File: config.mk
export PLATFORM = sky130hd
export DESIGN_NAME = rgb_yuv_csc
export DESIGN_NICKNAME = d
export VERILOG_FILES = /design/src/rtl/rgb_yuv_pkg.sv /design/src/rtl/csc_pipe_ctl.sv /design/src/rtl/csc_prod_stage.sv /design/src/rtl/csc_acc_stage.sv /design/src/rtl/csc_fmt_stage.sv /design/src/rtl/rgb_yuv_csc.sv
export SDC_FILE = /design/constraint.sdc
export NUM_CORES = 1
export LEC_CHECK = 0
export BUFFER_PORTS_ARGS = -buffer_cell sky130_fd_sc_hd__buf_2
export CELL_PAD_IN_SITES_DETAIL_PLACEMENT = 0
export CELL_PAD_IN_SITES_GLOBAL_PLACEMENT = 2
export CORE_MARGIN = 5
export CORE_UTILIZATION = 40
export CTS_CLUSTER_DIAMETER = 150
export DETAILED_ROUTE_END_ITERATION = 6
export PLACE_DENSITY = 0.9
export SETUP_SLACK_MARGIN = 0.15
export SLEW_MARGIN = 20
export SYNTH_ARGS = -nofsm -noshare
export SYNTH_HDL_FRONTEND = slang
export SYNTH_SLANG_ARGS = --single-unit
File: constraint.sdc
create_clock -name clk_i -period 5.16 [get_ports clk_i]
set_input_delay 0.258 -clock clk_i [delete_from_list [all_inputs] [get_ports clk_i]]
set_output_delay 0.258 -clock clk_i [all_outputs]
set_load 0.03 [all_outputs]
File: src/rtl/rgb_yuv_pkg.sv
package rgb_yuv_pkg;
  localparam int NCH       = 3;
  localparam int PIX_W_D   = 8;
  localparam int COEF_W_D  = 16;
  localparam int FRAC_D    = 15;

  // rows: Y, U, V ; columns: R, G, B (Q15)
  localparam int CSC_COEF [NCH][NCH] = '{
    '{  9798,  19235,  3736 },
    '{ -4784,  -9437, 14221 },
    '{ 20218, -16941, -3277 }
  };
  localparam int CSC_OFFSET [NCH] = '{0, 128, 128};
endpackage

File: src/rtl/csc_pipe_ctl.sv
module csc_pipe_ctl (
  input  logic clk_i,
  input  logic rst_ni,
  input  logic valid_i,
  output logic ready_o,
  output logic valid_o,
  input  logic ready_i,
  output logic load_o
);
  logic vld_q;

  assign ready_o = !vld_q || ready_i;
  assign load_o  = valid_i && ready_o;
  assign valid_o = vld_q;

  always_ff @(posedge clk_i or negedge rst_ni) begin
    if (!rst_ni)      vld_q <= 1'b0;
    else if (ready_o) vld_q <= valid_i;
  end
endmodule

File: src/rtl/csc_prod_stage.sv
module csc_prod_stage
  import rgb_yuv_pkg::*;
#(
  parameter int PIX_W  = PIX_W_D,
  parameter int COEF_W = COEF_W_D,
  localparam int PROD_W = PIX_W + COEF_W
) (
  input  logic                     clk_i,
  input  logic                     rst_ni,
  input  logic                     valid_i,
  output logic                     ready_o,
  input  logic [PIX_W-1:0]         pix_i  [NCH],
  output logic                     valid_o,
  input  logic                     ready_i,
  output logic signed [PROD_W-1:0] prod_o [NCH][NCH]
);
  logic load;
  logic signed [PROD_W-1:0] prod_d [NCH][NCH];
  logic signed [PROD_W-1:0] prod_q [NCH][NCH];

  csc_pipe_ctl u_ctl (
    .clk_i, .rst_ni, .valid_i, .ready_o, .valid_o, .ready_i, .load_o(load)
  );

  always_comb begin
    for (int c = 0; c < NCH; c++) begin
      for (int k = 0; k < NCH; k++) begin
        prod_d[c][k] = PROD_W'(signed'({1'b0, pix_i[k]})) *
                       PROD_W'(CSC_COEF[c][k]);
      end
    end
  end

  always_ff @(posedge clk_i) begin
    if (load) prod_q <= prod_d;
  end

  assign prod_o = prod_q;
endmodule

File: src/rtl/csc_acc_stage.sv
module csc_acc_stage
  import rgb_yuv_pkg::*;
#(
  parameter int PROD_W = PIX_W_D + COEF_W_D,
  localparam int ACC_W = PROD_W + 1
) (
  input  logic                     clk_i,
  input  logic                     rst_ni,
  input  logic                     valid_i,
  output logic                     ready_o,
  input  logic signed [PROD_W-1:0] prod_i [NCH][NCH],
  output logic                     valid_o,
  input  logic                     ready_i,
  output logic signed [ACC_W-1:0]  acc_o  [NCH]
);
  logic load;
  logic signed [ACC_W-1:0] acc_d [NCH];
  logic signed [ACC_W-1:0] acc_q [NCH];

  csc_pipe_ctl u_ctl (
    .clk_i, .rst_ni, .valid_i, .ready_o, .valid_o, .ready_i, .load_o(load)
  );

  always_comb begin
    for (int c = 0; c < NCH; c++) begin
      acc_d[c] = '0;
      for (int k = 0; k < NCH; k++) acc_d[c] = acc_d[c] + ACC_W'(prod_i[c][k]);
    end
  end

  always_ff @(posedge clk_i) begin
    if (load) acc_q <= acc_d;
  end

  assign acc_o = acc_q;
endmodule

File: src/rtl/csc_fmt_stage.sv
module csc_fmt_stage
  import rgb_yuv_pkg::*;
#(
  parameter int PIX_W = PIX_W_D,
  parameter int ACC_W = PIX_W_D + COEF_W_D + 1,
  parameter int FRAC  = FRAC_D
) (
  input  logic                    clk_i,
  input  logic                    rst_ni,
  input  logic                    valid_i,
  output logic                    ready_o,
  input  logic signed [ACC_W-1:0] acc_i [NCH],
  output logic                    valid_o,
  input  logic                    ready_i,
  output logic [PIX_W-1:0]        pix_o [NCH]
);
  localparam int PIX_MAX = (1 << PIX_W) - 1;

  logic load;
  logic signed [ACC_W-1:0] shifted [NCH];
  logic signed [ACC_W-1:0] biased  [NCH];
  logic [PIX_W-1:0] pix_d [NCH];
  logic [PIX_W-1:0] pix_q [NCH];

  csc_pipe_ctl u_ctl (
    .clk_i, .rst_ni, .valid_i, .ready_o, .valid_o, .ready_i, .load_o(load)
  );

  for (genvar c = 0; c < NCH; c++) begin : g_ch
    always_comb begin
      shifted[c] = acc_i[c] >>> FRAC;
      biased[c]  = shifted[c] + ACC_W'(CSC_OFFSET[c]);
      if (biased[c] < 0)                        pix_d[c] = '0;
      else if (biased[c] > ACC_W'(PIX_MAX))     pix_d[c] = PIX_W'(PIX_MAX);
      else                                      pix_d[c] = biased[c][PIX_W-1:0];
    end
  end

  always_ff @(posedge clk_i) begin
    if (load) pix_q <= pix_d;
  end

  assign pix_o = pix_q;
endmodule

File: src/rtl/rgb_yuv_csc.sv
module rgb_yuv_csc
  import rgb_yuv_pkg::*;
#(
  parameter int PIX_W  = PIX_W_D,
  parameter int COEF_W = COEF_W_D,
  parameter int FRAC   = FRAC_D,
  localparam int PROD_W = PIX_W + COEF_W,
  localparam int ACC_W  = PROD_W + 1
) (
  input  logic             clk_i,
  input  logic             rst_ni,
  input  logic             in_valid_i,
  output logic             in_ready_o,
  input  logic [PIX_W-1:0] r_i,
  input  logic [PIX_W-1:0] g_i,
  input  logic [PIX_W-1:0] b_i,
  output logic             out_valid_o,
  input  logic             out_ready_i,
  output logic [PIX_W-1:0] y_o,
  output logic [PIX_W-1:0] u_o,
  output logic [PIX_W-1:0] v_o
);
  logic [PIX_W-1:0] pix_in  [NCH];
  logic [PIX_W-1:0] pix_out [NCH];
  logic signed [PROD_W-1:0] prod [NCH][NCH];
  logic signed [ACC_W-1:0]  acc  [NCH];
  logic vld_p, rdy_p, vld_a, rdy_a;

  assign pix_in[0] = r_i;
  assign pix_in[1] = g_i;
  assign pix_in[2] = b_i;

  csc_prod_stage #(.PIX_W(PIX_W), .COEF_W(COEF_W)) u_prod (
    .clk_i, .rst_ni,
    .valid_i(in_valid_i), .ready_o(in_ready_o), .pix_i(pix_in),
    .valid_o(vld_p), .ready_i(rdy_p), .prod_o(prod)
  );

  csc_acc_stage #(.PROD_W(PROD_W)) u_acc (
    .clk_i, .rst_ni,
    .valid_i(vld_p), .ready_o(rdy_p), .prod_i(prod),
    .valid_o(vld_a), .ready_i(rdy_a), .acc_o(acc)
  );

  csc_fmt_stage #(.PIX_W(PIX_W), .ACC_W(ACC_W), .FRAC(FRAC)) u_fmt (
    .clk_i, .rst_ni,
    .valid_i(vld_a), .ready_o(rdy_a), .acc_i(acc),
    .valid_o(out_valid_o), .ready_i(out_ready_i), .pix_o(pix_out)
  );

  assign y_o = pix_out[0];
  assign u_o = pix_out[1];
  assign v_o = pix_out[2];
endmodule

Word level (Yosys, flattened, before mapping)
Index checks and enable logic that the tools add are counted.
Widths: inputs -> output; s select.
- flip-flop bits (word level): 296
- word-level logic and storage cells: 53
- memories kept: 0
- latch bits: 0
- output and inout port bits: 26
- bits in writable memories: 0
- memory bits (read-only): 0
- muxes and demuxes: 3
- bitwise logic cells: 0
- div/mod/pow operators: 0
- reduce and logical (&&, ||, !) cells: 9
- equal/unequal tests: 0
- order comparisons: 6
- $add $sub $neg: 8
- multiply operators: 9
- shifts and indexed selects: 0
- operators with widths (cell ; number):
    $mul 8x14->22 const B ; 2
    $add 23x24->25 ; 1
    $add 24x20->25 ; 1
    $add 24x24->25 ; 1
    $add 25x22->25 ; 1
    $add 25x23->25 ; 1
    $add 22x23->24 ; 1
    $mul 9x15->24 const B ; 1
    $mul 9x16->24 const B ; 1
    $mux 8 ; 3
    $mul 8x15->23 const B ; 1
    $add 10x9->11 const B ; 2
    $gt 11x9->1 const B ; 2
    $lt 11x1->1 const B ; 2
    $mul 9x13->22 const B ; 1
    $mul 8x13->21 const B ; 1
    $mul 9x10->19 const B ; 1
    $mul 8x9->17 const B ; 1
    $gt 10x9->1 const B ; 1
    $lt 10x1->1 const B ; 1
    $logic_and 1x1->1 ; 3
    $logic_not 1->1 ; 3
    $logic_or 1x1->1 ; 3

Logic depth before layout (Yosys ltp)
Gate-level depths: netlist of the first run.
- depth in word-level cells: 5
- depth in mapped cells: 18
- mapped depth without buffers: 18

Cells and area by module
From an unflattened synthesis of the first run, not the netlist that was laid out.
- cells, all modules: 2775
- area total of the unflattened synthesis: 30195.2 um2
- by module, submodules not included (module ; instances ; area an instance (um2) ; cells an instance ; seq. area each (um2)):
    csc_prod_stage ; 1 ; 21704.6 ; 2040 ; 5375.2
    csc_acc_stage ; 1 ; 7250.7 ; 643 ; 2252.2
    csc_fmt_stage ; 1 ; 1078.5 ; 80 ; 720.7
    csc_pipe_ctl ; 3 ; 53.8 ; 4 ; 25.0

Worst setup path after synthesis of the first run
OpenSTA, ideal clock, no wires.
- path kind: register to register
- start point: register u_fmt.u_ctl.vld_q, in the netlist u_fmt.u_ctl.valid_o
- end point: register u_prod.prod_q (netlist bit u_prod.prod_o[0]), enable pin
- arrival time: 5.102 ns
- setup slack: -0.502 ns
- required time: 4.600 ns
- buffers on the path: 0
- cell stages (with the launch flop): 4
- cell sequence: dfrtp_1 > nor2b_1 > nand3_1 > and2_1
- word-level cells in the longest chain between the ends: 5
- ends and longest elaborated chain (item ; line ; text):
    start: declaration ; csc_pipe_ctl.sv:10 ; logic vld_q;
    start signal: assignment ; csc_pipe_ctl.sv:18 ; else if (ready_o) vld_q <= valid_i;
    $logic_not 1->1 ; csc_pipe_ctl.sv:12 ; assign ready_o = !vld_q || ready_i;
    $logic_or 1x1->1 (3 in series) ; csc_pipe_ctl.sv:12 ;
    net in_ready_o ; rgb_yuv_csc.sv:13 ; output logic in_ready_o,
    $logic_and 1x1->1 ; csc_pipe_ctl.sv:13 ; assign load_o = valid_i && ready_o;
    net u_prod.load ; csc_prod_stage.sv:17 ; logic load;
    end signal: assignment ; csc_prod_stage.sv:35 ; if (load) prod_q <= prod_d;
    end: declaration ; csc_prod_stage.sv:19 ; logic signed [PROD_W-1:0] prod_q [NCH][NCH];
The timed path passes the listed nets, and every way through them passes these cells.
A chain may end at the register's enable or synchronous reset.

==> key figures, run 1 <==
Outcome
  – Result of the run: completed

Final layout
  – Final Net Count: 3,337
  – Fraction of final layout cells sized beyond drive strength 1: about 5.7%
  – Synth-to-layout area growth: 9.14%
  – Post-route cell area: just under 30,000 um^2
  – Utilization after layout: 44.0%

Clock tree
  – Number of levels in the clock H-tree: 1
  – Number of buffers added by the clock tree synthesis step: 27
  – Worst-case clock buffer depth: 3
  – Skew-Pair Late Insertion Delay: around 0.56 ns
  – CTS Root Cell: sky130_fd_sc_hd__clkbuf_16
  – Sinks on the clock net: roughly 240
  – Post-cts gate resize count: 0
  – TritonCTS clock tree: yes
  – Clock slew at reported path FFs: ~0.06 ns

Timing
  – Final critical path time including I/O delays and setup: between 4 and 5 ns
  – Worst Skew: 0.0142 ns
  – Hold Fails Final Rpt: 0
  – Max Clock Freq: between 0.2 and 0.25 GHz
  – Setup TNS: 0 ns
  – Worst-Margin Slew: around 0.76 ns
  – Post-route worst hold slack: roughly 0.032 ns
  – Worst slew margin relative to its limit: about 49%
  – Total setup violations reported at the end of the flow: 0
  – RSZ-0062 raised after global routing: false
  – Ratio of final minimum period to clock period: about 84%
  – Count of pins over their slew limit: 0

Die
  – IO Pins: between 50 and 60
  – Die W: between 200 and 300 um
  – Die height: between 200 and 300 um
  – Number of cell rows: 94
  – Initial core utilization: roughly 40%
  – Die area: between 70,000 and 80,000 um^2
  – Standard cell core area: 65,900 um^2

Routing
  – First-iteration detailed-routing DRC count: roughly 900
  – Number of vias after detailed routing: between 15,000 and 20,000
  – Sum of routed wire length over all layers: ~64,000 um
  – Post-route DRC: 0
  – Drt via density: approximately 5
  – DRT antenna net count: 0
  – Average wire per cell in the routed design: 18.7 um
  – First drt pass iteration count: 6

Critical path
  – Capturing element type of the critical path: register
  – Maximum fanout along the worst path: 8
  – Cell chain of the critical path: buf_2 -> inv_1 -> fa_1 -> inv_1 -> ha_1 -> a21o_1 -> fa_1 -> inv_1 -> fa_1 -> inv_1 -> ha_1 -> and3_1 -> and3_1 -> nand3_1 -> and4_1 -> o41ai_1 -> a21oi_1 -> o21bai_1
  – Worst reg2reg setup slack: ~1.9 ns
  – CP required: about 5.6 ns
  – CP max stage delay: a little over 0.6 ns
  – Capture instance of the worst register-to-register path: u_acc.acc_o[72]
  – Data arrival time of the critical path: between 4 and 5 ns
  – Most used cell, CP: sky130_fd_sc_hd__inv_1
  – CP Class: in2reg
  – Critical path's slowest cell: sky130_fd_sc_hd__fa_1
  – Startpoint of the worst register-to-register path: u_prod.prod_o[0]
  – Worst reg2reg path depth: 10
  – Type of origin of the critical path: input pin

Yosys
  – Synth Flop Type: sky130_fd_sc_hd__edfxtp_1
  – Synthesized netlist cell count: around 2,400
  – Library cells used by synthesis: about 70
  – Top cells by area, synth: sky130_fd_sc_hd__edfxtp_1 26%, sky130_fd_sc_hd__fa_1 22%, sky130_fd_sc_hd__ha_1 22%
  – Most frequent cells after synthesis: 508 x sky130_fd_sc_hd__inv_1, 459 x sky130_fd_sc_hd__ha_1, 298 x sky130_fd_sc_hd__fa_1
  – Cell area after technology mapping: approximately 27,000 um^2
  – Average cell area after synthesis: around 11 um^2
  – Synth area leader: sky130_fd_sc_hd__edfxtp_1
  – Register bit count reported by yosys: between 200 and 250
  – Nets in the synthesized netlist: roughly 3,200
  – Top-count cell post-synth: sky130_fd_sc_hd__inv_1
  – Proportion of synthesized chip area in sequential cells: between 20% and 30%
  – Fraction of registers with async set/reset: under 10%
  – Synth top area share: around a quarter
  – Number of enable flip-flop cells after synthesis: between 200 and 250
  – Synth warnings: 0

Power
  – Leak Pwr: 13.8 nW
  – Portion of total power attributed to sequential cells: between 20% and 30%
  – Switching Power: 9.32 mW
  – Proportion of total power due to net switching: between 40% and 50%
  – Power density normalized to cell area: between 600 and 700 nW/um^2
  – Relative contribution of the clock network to total power: about a tenth
  – Maximum vdd drop: between 0.2 and 0.3 mV
  – Cell-internal power: approximately 11 mW
  – Combinational share of power: 68.6%

Hold path
  – Class of the tightest hold or removal check: in2async

Global route
  – GRT Residual Overflow: 0
  – Pin count of the biggest net entering global routing: 51
  – Number of global-route vias before repair: 18,600
  – Global Route Usage Sum: about 18%
  – Antenna violations before repair: 2
  – Global-route wire length before repair: roughly 100,000 um

Place
  – Final RePlAce weighted congestion: around 0.93
  – Area after detailed placement: 28,100 um^2
  – Count of buffers inserted at the top-level ports: 53
  – Detailed placer's ending HPWL: 54,800 um

Job
  – Reported max-cap violation count: 0
power by group through the flow:
stage / Sequential [mW] / Clock [mW] / Combinational, mW
2_1_floorplan: 4.26 / 0 / 10.0
3_3_place_gp: 4.39 / 0 / 13.5
3_5_place_dp: 4.40 / 0 / 13.8
4_1_cts: 4.37 / 2.02 / 13.9
5_1_grt: 4.43 / 2.10 / 15.6
6_report: 4.34 / 1.96 / 13.8
state kept, by name, indices dropped and copies added (netlist names):
signal,cells
u_prod.u_ctl.valid_o,1
u_fmt.u_ctl.valid_o,1
u_acc.acc_o,29
u_fmt.pix_o,24
u_prod.prod_o,179
u_acc.u_ctl.valid_o,1
layout by cell type, fill, tap and decap left out, types with 4 or more instances in the layout:
master / count
sky130_fd_sc_hd__a211o_1: 4
sky130_fd_sc_hd__a211oi_1: 14
sky130_fd_sc_hd__a21boi_1: 6
sky130_fd_sc_hd__a21o_1: 43
sky130_fd_sc_hd__a21oi_1: 112
sky130_fd_sc_hd__a31o_1: 4
sky130_fd_sc_hd__a31oi_1: 14
sky130_fd_sc_hd__a41oi_1: 5
sky130_fd_sc_hd__and2_1: 9
sky130_fd_sc_hd__and3_1: 14
sky130_fd_sc_hd__buf_2: 53
sky130_fd_sc_hd__buf_4: 23
sky130_fd_sc_hd__bufinv_16: 4
sky130_fd_sc_hd__clkbuf_16: 27
sky130_fd_sc_hd__clkinv_1: 6
sky130_fd_sc_hd__edfxtp_1: 232
sky130_fd_sc_hd__fa_1: 298
sky130_fd_sc_hd__ha_1: 459
sky130_fd_sc_hd__inv_1: 508
sky130_fd_sc_hd__nand2_1: 70
sky130_fd_sc_hd__nand2b_1: 27
sky130_fd_sc_hd__nand3_1: 36
sky130_fd_sc_hd__nand4_1: 14
sky130_fd_sc_hd__nor2_1: 142
sky130_fd_sc_hd__nor2b_1: 10
sky130_fd_sc_hd__nor3_1: 41
sky130_fd_sc_hd__nor4_1: 4
sky130_fd_sc_hd__o211ai_1: 5
sky130_fd_sc_hd__o21a_1: 22
sky130_fd_sc_hd__o21ai_0: 38
sky130_fd_sc_hd__o21ai_1: 25
sky130_fd_sc_hd__o21bai_1: 20
sky130_fd_sc_hd__o311ai_1: 5
sky130_fd_sc_hd__o31ai_1: 8
sky130_fd_sc_hd__o41ai_1: 4
sky130_fd_sc_hd__or2_2: 15
sky130_fd_sc_hd__or3_1: 8
sky130_fd_sc_hd__xnor2_1: 121
sky130_fd_sc_hd__xor2_1: 43
area by class of cell:
class                   instances  area [um^2]
diodes                          2         5.00
clock buffers                  30          687
clock inverters                17          203
fillers                      6201        36900
inverters                     508         1910
multi-input cells            1701        17600
flip-flops and latches        235         7040
well taps                     864         1080
repair buffers                 79          468
through the flow:
stage                     setup WS (ns)  std cells  power (mW)
after floorplan                   0.831       2449        14.3
after global placement            0.339       3384        17.9
after detailed placement          0.261       3384        18.2
after CTS                         0.821       3434        20.3
after global routing              0.531       3434        22.1
final                             0.800       3436        20.1
metal layers:
metal	global-route usage [%]	routed length [um]
met1	24.8	29000
met2	30.6	30400
met3	1.59	2170
met4	6.56	2630
met5	0	0
cells by family (layout without fill, tap and decap cells):
family | after synthesis | in the layout | synth area share, %
AND/OR/NAND/NOR | 406 | 406 | 7.35
AO/OA/AOI/OAI | 371 | 371 | 9.32
flip-flops | 235 | 235 | 26.5
other | 0 | 2 | 0
multiplexers | 3 | 3 | 0.113
buffers and inverters | 513 | 634 | 7.25
XOR/XNOR | 164 | 164 | 5.41
adder cells (fa/ha/maj) | 757 | 757 | 44.1
worst max-delay path by stage:
stage	startpoint	endpoint	slack, ns	cells past startpoint
detailed placement	r_i[5]	u_prod.prod_o[70]	0.26	18
CTS	r_i[5]	u_prod.prod_o[70]	0.82	18
global placement	r_i[5]	u_prod.prod_o[70]	0.34	18
finish	r_i[5]	u_prod.prod_o[70]	0.80	18
floorplan	b_i[6]	u_prod.prod_o[93]	0.83	16
global route	r_i[5]	u_prod.prod_o[70]	0.53	18
critical path, delay by kind of cell:
kind	cells	cell delay, ns
simple gates	4	0.72
compound gates	4	0.98
buf+inv	5	0.50
fa+ha+maj	5	2.30
what timing repair did:
action | CTS | global route
hold endpoints to repair | 6 | 0
hold buffers | 3 | 0
buffers inserted | 0 | 0
No activity file was read; power rests on OpenSTA's default activity.
==> run 2, diff against run 1 <==
- clock period: 5.16 -> 4 ns (I/O delays scaled with it)
==> key figures, run 2 (synthesized netlist as in run 1, its figures left out) <==
Outcome
  – Result of the run: completed

Job
  – Reported max-cap violation count: 0 (unchanged)

Final layout
  – Number of inserted filler cells in the final layout: 5,993 (-3.4%)
  – Number of flip-flops under the largest register name: 179 (unchanged)
  – Ant diodes: 0 (-2)
  – Leading cell type in the layout, fill and taps excluded: sky130_fd_sc_hd__inv_1
  – Multi-input combinational cell area: 18,100 um^2 (+2.5%)
  – Fraction of final layout cells sized beyond drive strength 1: 21.7% (+16 points)
  – Post-route cell area: 32,700 um^2 (+13%)
  – Register area: 7040 um^2 (unchanged)
  – Most frequent cells in the layout: 496 x sky130_fd_sc_hd__inv_1, 442 x sky130_fd_sc_hd__buf_4, 438 x sky130_fd_sc_hd__ha_1
  – Synth-to-layout area growth: 23.1%
  – Final Net Count: 3,761 (+13%)

Timing
  – RSZ-0062 raised after global routing: true
  – Worst slew margin relative to its limit: 40.6% (-8.4 points)
  – Worst-Margin Slew: 0.890 ns (+0.126 ns)
  – Total setup violations reported at the end of the flow: 0 (unchanged)
  – Post-route setup slack: 0.251 ns (-0.548 ns)
  – Final critical path time including I/O delays and setup: 3.75 ns
  – Hold Fails Final Rpt: 0 (unchanged)
  – Max Clock Freq: approximately 0.27 GHz
  – Worst Skew: 0.0185 ns (+0.00432 ns)
  – Count of pins over their slew limit: 0 (unchanged)
  – Setup TNS: 0 ns (unchanged)
  – Post-route worst hold slack: 0.0725 ns (+0.0407 ns)
  – Ratio of final minimum period to clock period: 93.7%

Clock tree
  – CTS Root Cell: sky130_fd_sc_hd__clkbuf_16
  – Number of levels in the clock H-tree: 1 (unchanged)
  – Skew-Pair Late Insertion Delay: 0.56 ns (about the same)
  – TritonCTS clock tree: yes
  – Clock slew at reported path FFs: 0.06 ns (about the same)
  – Number of buffers added by the clock tree synthesis step: 27 (unchanged)
  – Sinks on the clock net: 235 (unchanged)
  – Worst-case clock buffer depth: 3 (unchanged)

Routing
  – First drt pass iteration count: 7 (+1)
  – Sum of routed wire length over all layers: 69,100 um (+7.8%)
  – DRT antenna net count: 0 (unchanged)
  – Number of vias after detailed routing: 19,000 (+8.8%)
  – Post-route DRC: 0 (unchanged)
  – First-iteration detailed-routing DRC count: 974 (+9.6%)
  – Average wire per cell in the routed design: 17.9 um (-4.0%)
  – Drt via density: 4.92 (-3.1%)

Power
  – Design Power: 29.2 mW (+45%)
  – Maximum vdd drop: 0.389 mV (+32%)
  – Leak Pwr: 15.9 nW (+15%)
  – Power density normalized to cell area: 894 nW/um^2 (+29%)

Critical path
  – Maximum fanout along the worst path: 4 (-4)
  – CP required: 4.29 ns (-1.26 ns)
  – Most used cell, CP: sky130_fd_sc_hd__fa_1
  – Critical path's slowest cell: sky130_fd_sc_hd__fa_2
  – Worst Path Buf+Inv: 5 (unchanged)
  – Capturing element type of the critical path: register
  – CP max stage delay: 0.64 ns (+0.02 ns)
  – Data arrival time of the critical path: 4.03 ns (-0.72 ns)
  – Cell chain of the critical path: buf_2 -> fa_2 -> inv_4 -> fa_1 -> inv_1 -> fa_1 -> fa_1 -> ha_4 -> nand4_1 -> buf_4 -> o22ai_2 -> o31ai_1 -> buf_4 -> a21oi_4 -> mux2i_1 -> nand4_1
  – CP Class: in2reg
  – Family with the most delay on the worst path: adder cells
  – Type of origin of the critical path: input pin

Global route
  – Global-route wire length before repair: 111,000 um (+8.4%)
  – GRT Residual Overflow: 0 (unchanged)
  – Number of global-route vias before repair: 20,700 (+11%)
  – Global Route Usage Sum: 19.5% (+1.4 points)
  – Antenna violations before repair: 3 (+1)
  – Pin count of the biggest net entering global routing: 58 (+14%)

Die
  – Number of cell rows: 94 (unchanged)
  – Die W: 268 um (unchanged)
  – Die height: 268 um (unchanged)
  – Die area: 71,700 um^2 (unchanged)
  – Initial core utilization: 40.3% (unchanged)
  – Standard cell core area: 65,900 um^2 (unchanged)
  – IO Pins: 54 (unchanged)

Place
  – Area after detailed placement: 31,500 um^2 (+12%)
  – Detailed placer's ending HPWL: 60,200 um (+9.9%)
  – Count of buffers inserted at the top-level ports: 53 (unchanged)
  – Final RePlAce weighted congestion: 0.900 (-2.9%)
  – Post-place setup slack: -0.421 ns (-0.681 ns)

Hold path
  – Class of the tightest hold or removal check: in2reg
-- run 2: cell type report --
cell class	instances	share of cell area (%)
Multi-Input combinational cell	1701	55.2
Sequential cell	235	21.5
Timing Repair Buffer	503	11.3
Inverter	508	5.88
Tap cell	864	3.31
Clock buffer	29	2.09
Clock inverter	19	0.658
-- run 2: path summary, 6_finish.rpt --
check,startpoint,slack (ns),cells after the start,end
min reg2reg,u_prod.u_ctl.valid_o,0.51,1,u_acc.u_ctl.valid_o
max in group asynchronous,rst_ni,3.33,3,u_prod.u_ctl.valid_o
min in group asynchronous,rst_ni,0.52,3,u_fmt.u_ctl.valid_o
max,g_i[1],0.25,16,u_prod.prod_o[119]
max reg2reg,u_prod.prod_o[113],0.74,10,u_acc.acc_o[49]
min,b_i[1],0.07,2,u_prod.prod_o[73]
-- run 2: stage by stage --
step | utilization (%) | cells
after floorplan | - | 2449
after global placement | 47.8 | 3803
after detailed placement | 47.8 | 3803
after CTS | 49.3 | 3856
after global routing | 49.6 | 3859
final | 49.6 | 3859
-- run 2: power by group --
| group | leakage [nW] | switching (mW) | internal (mW) |
|---|---|---|---|
| Sequential | 2.27 | 0.723 | 4.87 |
| Clock | 0.448 | 1.04 | 1.50 |
| Combinational | 13.2 | 11.0 | 10.1 |
-- run 2: metal layers --
layer / GRT usage [%] / vias to the layer above / wire (um)
met3: 1.55 / 86 / 2170
met4: 5.18 / 0 / 1980
met1: 26.5 / 9302 / 31300
met5: 0 / - / 0
li1: - / 9312 / -
met2: 34.1 / 275 / 33600
-- run 2: repair_timing --
item,4_1_cts,5_1_grt
setup buffers,0,3
resized for setup,0,41
setup endpoints to repair,0,27
hold buffers,5,0
endpoints found under the hold margin,6,0
